`src/rtl/intack_pkg.sv`:
```
package intack_pkg;
  typedef enum logic [1:0] {PULSE_CALL = 2'd0, PULSE_LO = 2'd1, PULSE_HI = 2'd2} pulse_e;

  typedef struct packed {
    logic   rise;
    logic   fall;
    logic   seqEnd;
    pulse_e sel;
  } ackStrobes_t;
endpackage

```
`src/rtl/intack_ctrl.sv`:
```
module intack_ctrl
  import intack_pkg::*;
(
  input  logic        clk,
  input  logic        rstN,
  input  logic        ackIn,
  output ackStrobes_t stb
);
  logic   ackPrev;
  logic   lastPulse;
  pulse_e pulseCnt;
  logic   riseNow;
  logic   fallNow;

  assign riseNow = ackIn & ~ackPrev;
  assign fallNow = ~ackIn & ackPrev;

  always_comb begin
    stb.rise   = riseNow;
    stb.fall   = fallNow;
    stb.seqEnd = fallNow & lastPulse;
    stb.sel    = pulseCnt;
  end

  always_ff @(posedge clk or negedge rstN) begin
    if (!rstN) begin
      ackPrev   <= 1'b0;
      lastPulse <= 1'b0;
      pulseCnt  <= PULSE_CALL;
    end else begin
      ackPrev <= ackIn;
      if (riseNow) begin
        lastPulse <= (pulseCnt == PULSE_HI);
        pulseCnt  <= (pulseCnt == PULSE_HI) ? PULSE_CALL : pulse_e'(pulseCnt + 2'd1);
      end else if (fallNow) begin
        lastPulse <= 1'b0;
      end
    end
  end
endmodule

```
`src/rtl/intack_dp.sv`:
```
module intack_dp
  import intack_pkg::*;
#(
  parameter int LEVELS  = 8,
  parameter int DATA_W  = 8,
  parameter int SPACING = 4,
  parameter logic [7:0] CALL_OP = 8'hCD,
  localparam int LVL_W  = $clog2(LEVELS),
  localparam int ADDR_W = 2 * DATA_W
) (
  input  logic              clk,
  input  logic              rstN,
  input  ackStrobes_t       stb,
  input  logic [LVL_W-1:0]  reqLevel,
  input  logic              reqValid,
  input  logic [ADDR_W-1:0] vecBase,
  input  logic              isMaster,
  input  logic              modeAeoi,
  input  logic [LEVELS-1:0] slaveMap,
  input  logic [LVL_W-1:0]  slaveId,
  input  logic [LVL_W-1:0]  casIn,
  output logic [DATA_W-1:0] dataOut,
  output logic              driveEn,
  output logic [LVL_W-1:0]  casOut,
  output logic              casOe,
  output logic              eoiReq
);
  logic [LVL_W-1:0]  lvlHeld;
  logic              cascHeld;
  logic [LVL_W-1:0]  pickLevel;
  logic              newCasc;
  logic [ADDR_W-1:0] vecAddr;

  assign pickLevel = reqValid ? reqLevel : LVL_W'(LEVELS - 1);
  assign newCasc   = isMaster & reqValid & slaveMap[reqLevel];
  assign vecAddr   = vecBase + ADDR_W'(lvlHeld) * ADDR_W'(SPACING);

  always_ff @(posedge clk or negedge rstN) begin
    if (!rstN) begin
      lvlHeld  <= '0;
      cascHeld <= 1'b0;
      dataOut  <= '0;
      driveEn  <= 1'b0;
      casOut   <= '0;
      casOe    <= 1'b0;
      eoiReq   <= 1'b0;
    end else begin
      eoiReq <= 1'b0;
      if (stb.rise) begin
        if (stb.sel == PULSE_CALL) begin
          lvlHeld  <= pickLevel;
          cascHeld <= newCasc;
          casOut   <= newCasc ? reqLevel : '0;
          casOe    <= newCasc;
          dataOut  <= DATA_W'(CALL_OP);
          driveEn  <= isMaster;
        end else begin
          dataOut <= (stb.sel == PULSE_LO) ? vecAddr[DATA_W-1:0] : vecAddr[ADDR_W-1:DATA_W];
          driveEn <= isMaster ? ~cascHeld : (casIn == slaveId);
        end
      end else if (stb.fall) begin
        driveEn <= 1'b0;
        dataOut <= '0;
        if (stb.seqEnd) begin
          casOe    <= 1'b0;
          casOut   <= '0;
          cascHeld <= 1'b0;
          eoiReq   <= isMaster & modeAeoi;
        end
      end
    end
  end
endmodule

```
`src/rtl/intack_seq.sv`:
```
module intack_seq
  import intack_pkg::*;
#(
  parameter int LEVELS  = 8,
  parameter int DATA_W  = 8,
  parameter int SPACING = 4,
  localparam int LVL_W  = $clog2(LEVELS),
  localparam int ADDR_W = 2 * DATA_W
) (
  input  logic              clk,
  input  logic              rstN,
  input  logic              ackIn,
  input  logic [LVL_W-1:0]  reqLevel,
  input  logic              reqValid,
  input  logic [ADDR_W-1:0] vecBase,
  input  logic              modeBuffered,
  input  logic              modeBufMaster,
  input  logic              modeAeoi,
  input  logic              modeSpecNest,
  input  logic [LEVELS-1:0] slaveMap,
  input  logic [LVL_W-1:0]  slaveId,
  input  logic              msPinIn,
  input  logic [LVL_W-1:0]  casIn,
  output logic [DATA_W-1:0] dataOut,
  output logic              driveEn,
  output logic              bufEnOut,
  output logic [LVL_W-1:0]  casOut,
  output logic              casOe,
  output logic              eoiReq,
  output logic [LEVELS-1:0] nestAllow
);
  ackStrobes_t stb;
  logic        isMaster;

  assign isMaster  = modeBuffered ? modeBufMaster : msPinIn;
  assign bufEnOut  = modeBuffered & driveEn;
  assign nestAllow = (isMaster & modeSpecNest) ? slaveMap : '0;

  intack_ctrl i_ctrl (
    .clk   (clk),
    .rstN  (rstN),
    .ackIn (ackIn),
    .stb   (stb)
  );

  intack_dp #(
    .LEVELS  (LEVELS),
    .DATA_W  (DATA_W),
    .SPACING (SPACING)
  ) i_dp (
    .clk      (clk),
    .rstN     (rstN),
    .stb      (stb),
    .reqLevel (reqLevel),
    .reqValid (reqValid),
    .vecBase  (vecBase),
    .isMaster (isMaster),
    .modeAeoi (modeAeoi),
    .slaveMap (slaveMap),
    .slaveId  (slaveId),
    .casIn    (casIn),
    .dataOut  (dataOut),
    .driveEn  (driveEn),
    .casOut   (casOut),
    .casOe    (casOe),
    .eoiReq   (eoiReq)
  );
endmodule

```
`config.mk`:
```
export PLATFORM = sky130hd
export DESIGN_NAME = intack_seq
export DESIGN_NICKNAME = d
export VERILOG_FILES = /design/src/rtl/intack_pkg.sv /design/src/rtl/intack_ctrl.sv /design/src/rtl/intack_dp.sv /design/src/rtl/intack_seq.sv
export SDC_FILE = /design/constraint.sdc
export NUM_CORES = 1
export LEC_CHECK = 0
export BUFFER_PORTS_ARGS = -buffer_cell sky130_fd_sc_hd__buf_2
export CORE_MARGIN = 3
export CORE_UTILIZATION = 35
export CTS_BUF_LIST = sky130_fd_sc_hd__clkbuf_2 sky130_fd_sc_hd__clkbuf_4 sky130_fd_sc_hd__clkbuf_8
export CTS_CLUSTER_SIZE = 10
export DETAILED_ROUTE_END_ITERATION = 8
export PLACE_DENSITY = 0.59
export SLEW_MARGIN = 30
export SYNTH_ARGS = -nofsm -noshare
export SYNTH_HDL_FRONTEND = slang
export SYNTH_SLANG_ARGS = --single-unit
```
`constraint.sdc`:
```
create_clock -name clk -period 2.3 [get_ports clk]
set_input_delay 0.46 -clock clk [delete_from_list [all_inputs] [get_ports clk]]
set_output_delay 0.46 -clock clk [all_outputs]
set_load 0.05 [all_outputs]
```
==> results.sh <==
export IMPL_status="finished, final reports clean"
export IMPL_cts_sinks=21
export IMPL_rows=22
export IMPL_numCtsBuffers=3
export IMPL_maxCapViolCount=0
export IMPL_die_h_um=70.9
export IMPL_synthCells=156
export IMPL_finalWeightedCongestion=0.820
export IMPL_postCtsHoldBufs=0
export IMPL_hold_class="input pin to async pin"
export IMPL_grt_max_degree=22
export IMPL_worstMarginPinSlew_ns=0.478
export IMPL_start_util=0.382
export IMPL_vias=1490
export IMPL_synthTopCellsByArea="dfrtp_1 (36%), and3_1 (4.7%), ha_1 (4.2%)"
export IMPL_synth_fp_nets=204
export IMPL_timing_setup_critical_path_class="register to register"
export IMPL_dp_hpwl_um=3230
export IMPL_ys_async_sr_fraction=1.00
export IMPL_ir_worst_vdd_mv=0.288
export IMPL_grt_use_total=0.167
export IMPL_overflow=0
export IMPL_cp_end_kind="register"
export IMPL_cts_post_setup_buffers_inserted=0
export IMPL_yosysSeqAreaShare=0.357
export IMPL_syn_avg_cell_area_sq_um=9.44
export IMPL_synth_cell_types=47
export IMPL_fin_crit_ns=1.99
export IMPL_syn_to_final_growth_pct=29.9
export IMPL_clk_pin_slew_ns=0.08
export IMPL_drive_above_1_share=0.353
export IMPL_ant_nets=0
export IMPL_skew_ns=0.00581
export IMPL_yosysTopAreaCellShare=0.357
export IMPL_p_per_area_nw_per_um2=725
export IMPL_nFillCells=382
export IMPL_ios=65
export IMPL_hold_viol_final=0
export IMPL_p_leak_uw=0.000979
export IMPL_design_area_sq_um=1910
export IMPL_timing_critical_path_arrival_ns=2.13
export IMPL_postPlaceCellArea_sq_um=1860
export IMPL_final_nets=273
export IMPL_grt_pass1_wl_um=6980
export IMPL_ys_seq_elements=21
export IMPL_synth_ff_type="dfrtp_1"
export IMPL_postCtsResizedCells=0
export IMPL_chipWidth_um=70.9
export IMPL_cp_max_fo=8
export IMPL_avgRoutedWirePerCell_um=14.5
export IMPL_report_final_slew_viol_count=0
export IMPL_antenna_found_initial=0
export IMPL_grt_pass1_vias=1543
export IMPL_synth_top_cell_by_area="dfrtp_1"
export IMPL_rsz0062_at_grt="false"
export IMPL_setup_viol=0
export IMPL_slew_headroom=0.681
export IMPL_yosysWarnings=0
export IMPL_drc=0
export IMPL_drtIter0Drc=97
export IMPL_power_uw=1390
export IMPL_cts_root_buf="clkbuf_8"
export IMPL_required_ns=2.44
export IMPL_grtUsageMet1=0.219
export IMPL_tns_ns=0
export IMPL_htree_levels=1
export IMPL_clock_latency_ns=0.26
export IMPL_port_buffers=64
export IMPL_antenna_cells=0
export IMPL_core_area_sq_um=3850
export IMPL_firstDrtPassIters=4
export IMPL_synth_enable_flop_cells=0
export IMPL_busiest_layer="met2"
export IMPL_crit_path_start_kind="register"
export IMPL_routed_wl_um=3940
export IMPL_vias_per_cell=5.48
export IMPL_finalCritPeriodShare=0.864
export IMPL_mappedNetlistArea_sq_um=1470
export IMPL_grtUsageMet2=0.283
export IMPL_grt_use_met3=0.0341
export IMPL_dieArea_sq_um=5020
export IMPL_timing_fmax_ghz=0.503
export IMPL_tritoncts="built"
export IMPL_cts_path_max_buffers=2
==> worst max-delay path, cell delays in order, from the launching register on <==
cell and delay (ns):
dfrtp_1 0.39, ha_1 0.21, fa_1 0.41, a21oi_1 0.22
buf_4 0.19, or4_1 0.12, nand3_1 0.08, a32o_1 0.27
==> report_power, final <==
group | internal (uW) | switching [uW]
Sequential | 440 | 64.1
Combinational | 229 | 405
Clock | 135 | 115
Total | 803 | 584
==> path summary, 6_finish.rpt <==
| check | from | endpoint | slack, ns | depth (start not counted) |
|---|---|---|---|---|
| max in group asynchronous | rstN | i_dp.dataOut[6]$_DFFE_PN0P_ | 1.82 | 1 |
| setup reg to reg | i_dp.lvlHeld[0]$_DFFE_PN0P_ | i_dp.dataOut[4]$_DFFE_PN0P_ | 0.31 | 7 |
| min in group clk | ackIn | i_ctrl.ackPrev$_DFF_PN0_ | 0.33 | 1 |
| hold reg to reg | i_dp.dataOut[2]$_DFFE_PN0P_ | i_dp.dataOut[2]$_DFFE_PN0P_ | 0.48 | 1 |
| hold / removal | rstN | i_dp.dataOut[7]$_DFFE_PN0P_ | 0.15 | 1 |
| setup / recovery | i_dp.lvlHeld[0]$_DFFE_PN0P_ | i_dp.dataOut[4]$_DFFE_PN0P_ | 0.31 | 7 |
==> metal layers <==
| metal | wire length, um | share of wire |
|---|---|---|
| met1 | 1760 | 0.45 |
| met2 | 1820 | 0.46 |
| met3 | 336 | 0.085 |
| met4 | 22 | 0.0056 |
| met5 | 0 | 0 |
==> logic make-up after synthesis <==
| family | share of synthesized area |
|---|---|
| AND/OR/NAND/NOR | 0.222 |
| AO/OA/AOI/OAI | 0.233 |
| flip-flops | 0.357 |
| buffers and inverters | 0.0459 |
| XOR/XNOR | 0.0416 |
| adder cells (fa/ha/maj) | 0.0561 |
| multiplexers | 0.0450 |
==> through the flow <==
step / setup WS (ns) / utilization / hold WS (ns) / cells
4_1_cts: 0.309 / 0.496 / 0.170 / 272
6_report: 0.314 / 0.496 / 0.151 / 272
3_3_place_gp: 0.196 / 0.484 / 0.450 / 268
3_5_place_dp: 0.120 / 0.484 / 0.459 / 268
2_1_floorplan: 0.182 / - / 0.164 / 156
5_1_grt: 0.194 / 0.496 / 0.186 / 272
==> registers in the layout (all words and copies together) (netlist names) <==
name / cells
i_ctrl.ackPrev: 1
i_ctrl.lastPulse: 1
i_ctrl.pulseCnt: 2
i_dp.casOe: 1
i_dp.casOut: 3
i_dp.dataOut: 8
i_dp.driveEn: 1
i_dp.eoiReq: 1
i_dp.lvlHeld: 3
==> cell usage after synthesis, types with 3 or more instances <==
cell type   n
inv_1       9
a211oi_1    4
a21oi_1     5
nand3b_1    3
clkbuf_1    4
a22o_1      3
and3_1     11
ha_1        5
o221ai_1    3
dfrtp_1    21
nor2b_1     5
xnor2_1     7
nand2_1    15
nand3_1     6
a21o_1      3
o21ai_0    12
==> cell usage in the layout, fill, tap and decap left out, types with 2 or more instances in the layout <==
master / instances
a22o_1: 3
clkbuf_8: 3
nand3_1: 6
nor2b_1: 5
nand2_1: 15
and3_1: 11
ha_1: 5
o21ai_0: 12
nand3b_1: 3
a211oi_1: 4
or4_1: 2
buf_2: 64
o31a_1: 2
o221ai_1: 3
buf_4: 6
or3_1: 2
a31oi_1: 2
mux4_2: 2
a2111oi_0: 2
xnor2_1: 7
a21oi_1: 5
inv_1: 9
nand4_1: 2
a21o_1: 3
and4_1: 2
dfrtp_1: 21
o31ai_1: 2
==> area by class of cell <==
type / instances / area (sq um) / share of cell area
timing repair buffer: 70 / 365 / 0.191
clock buffer: 4 / 48.8 / 0.0255
inverter: 9 / 33.8 / 0.0177
multi-input combinational: 120 / 880 / 0.460
sequential: 21 / 526 / 0.275
tap: 48 / 60.1 / 0.0314
Note: power is estimated with default switching activity, not from simulation.
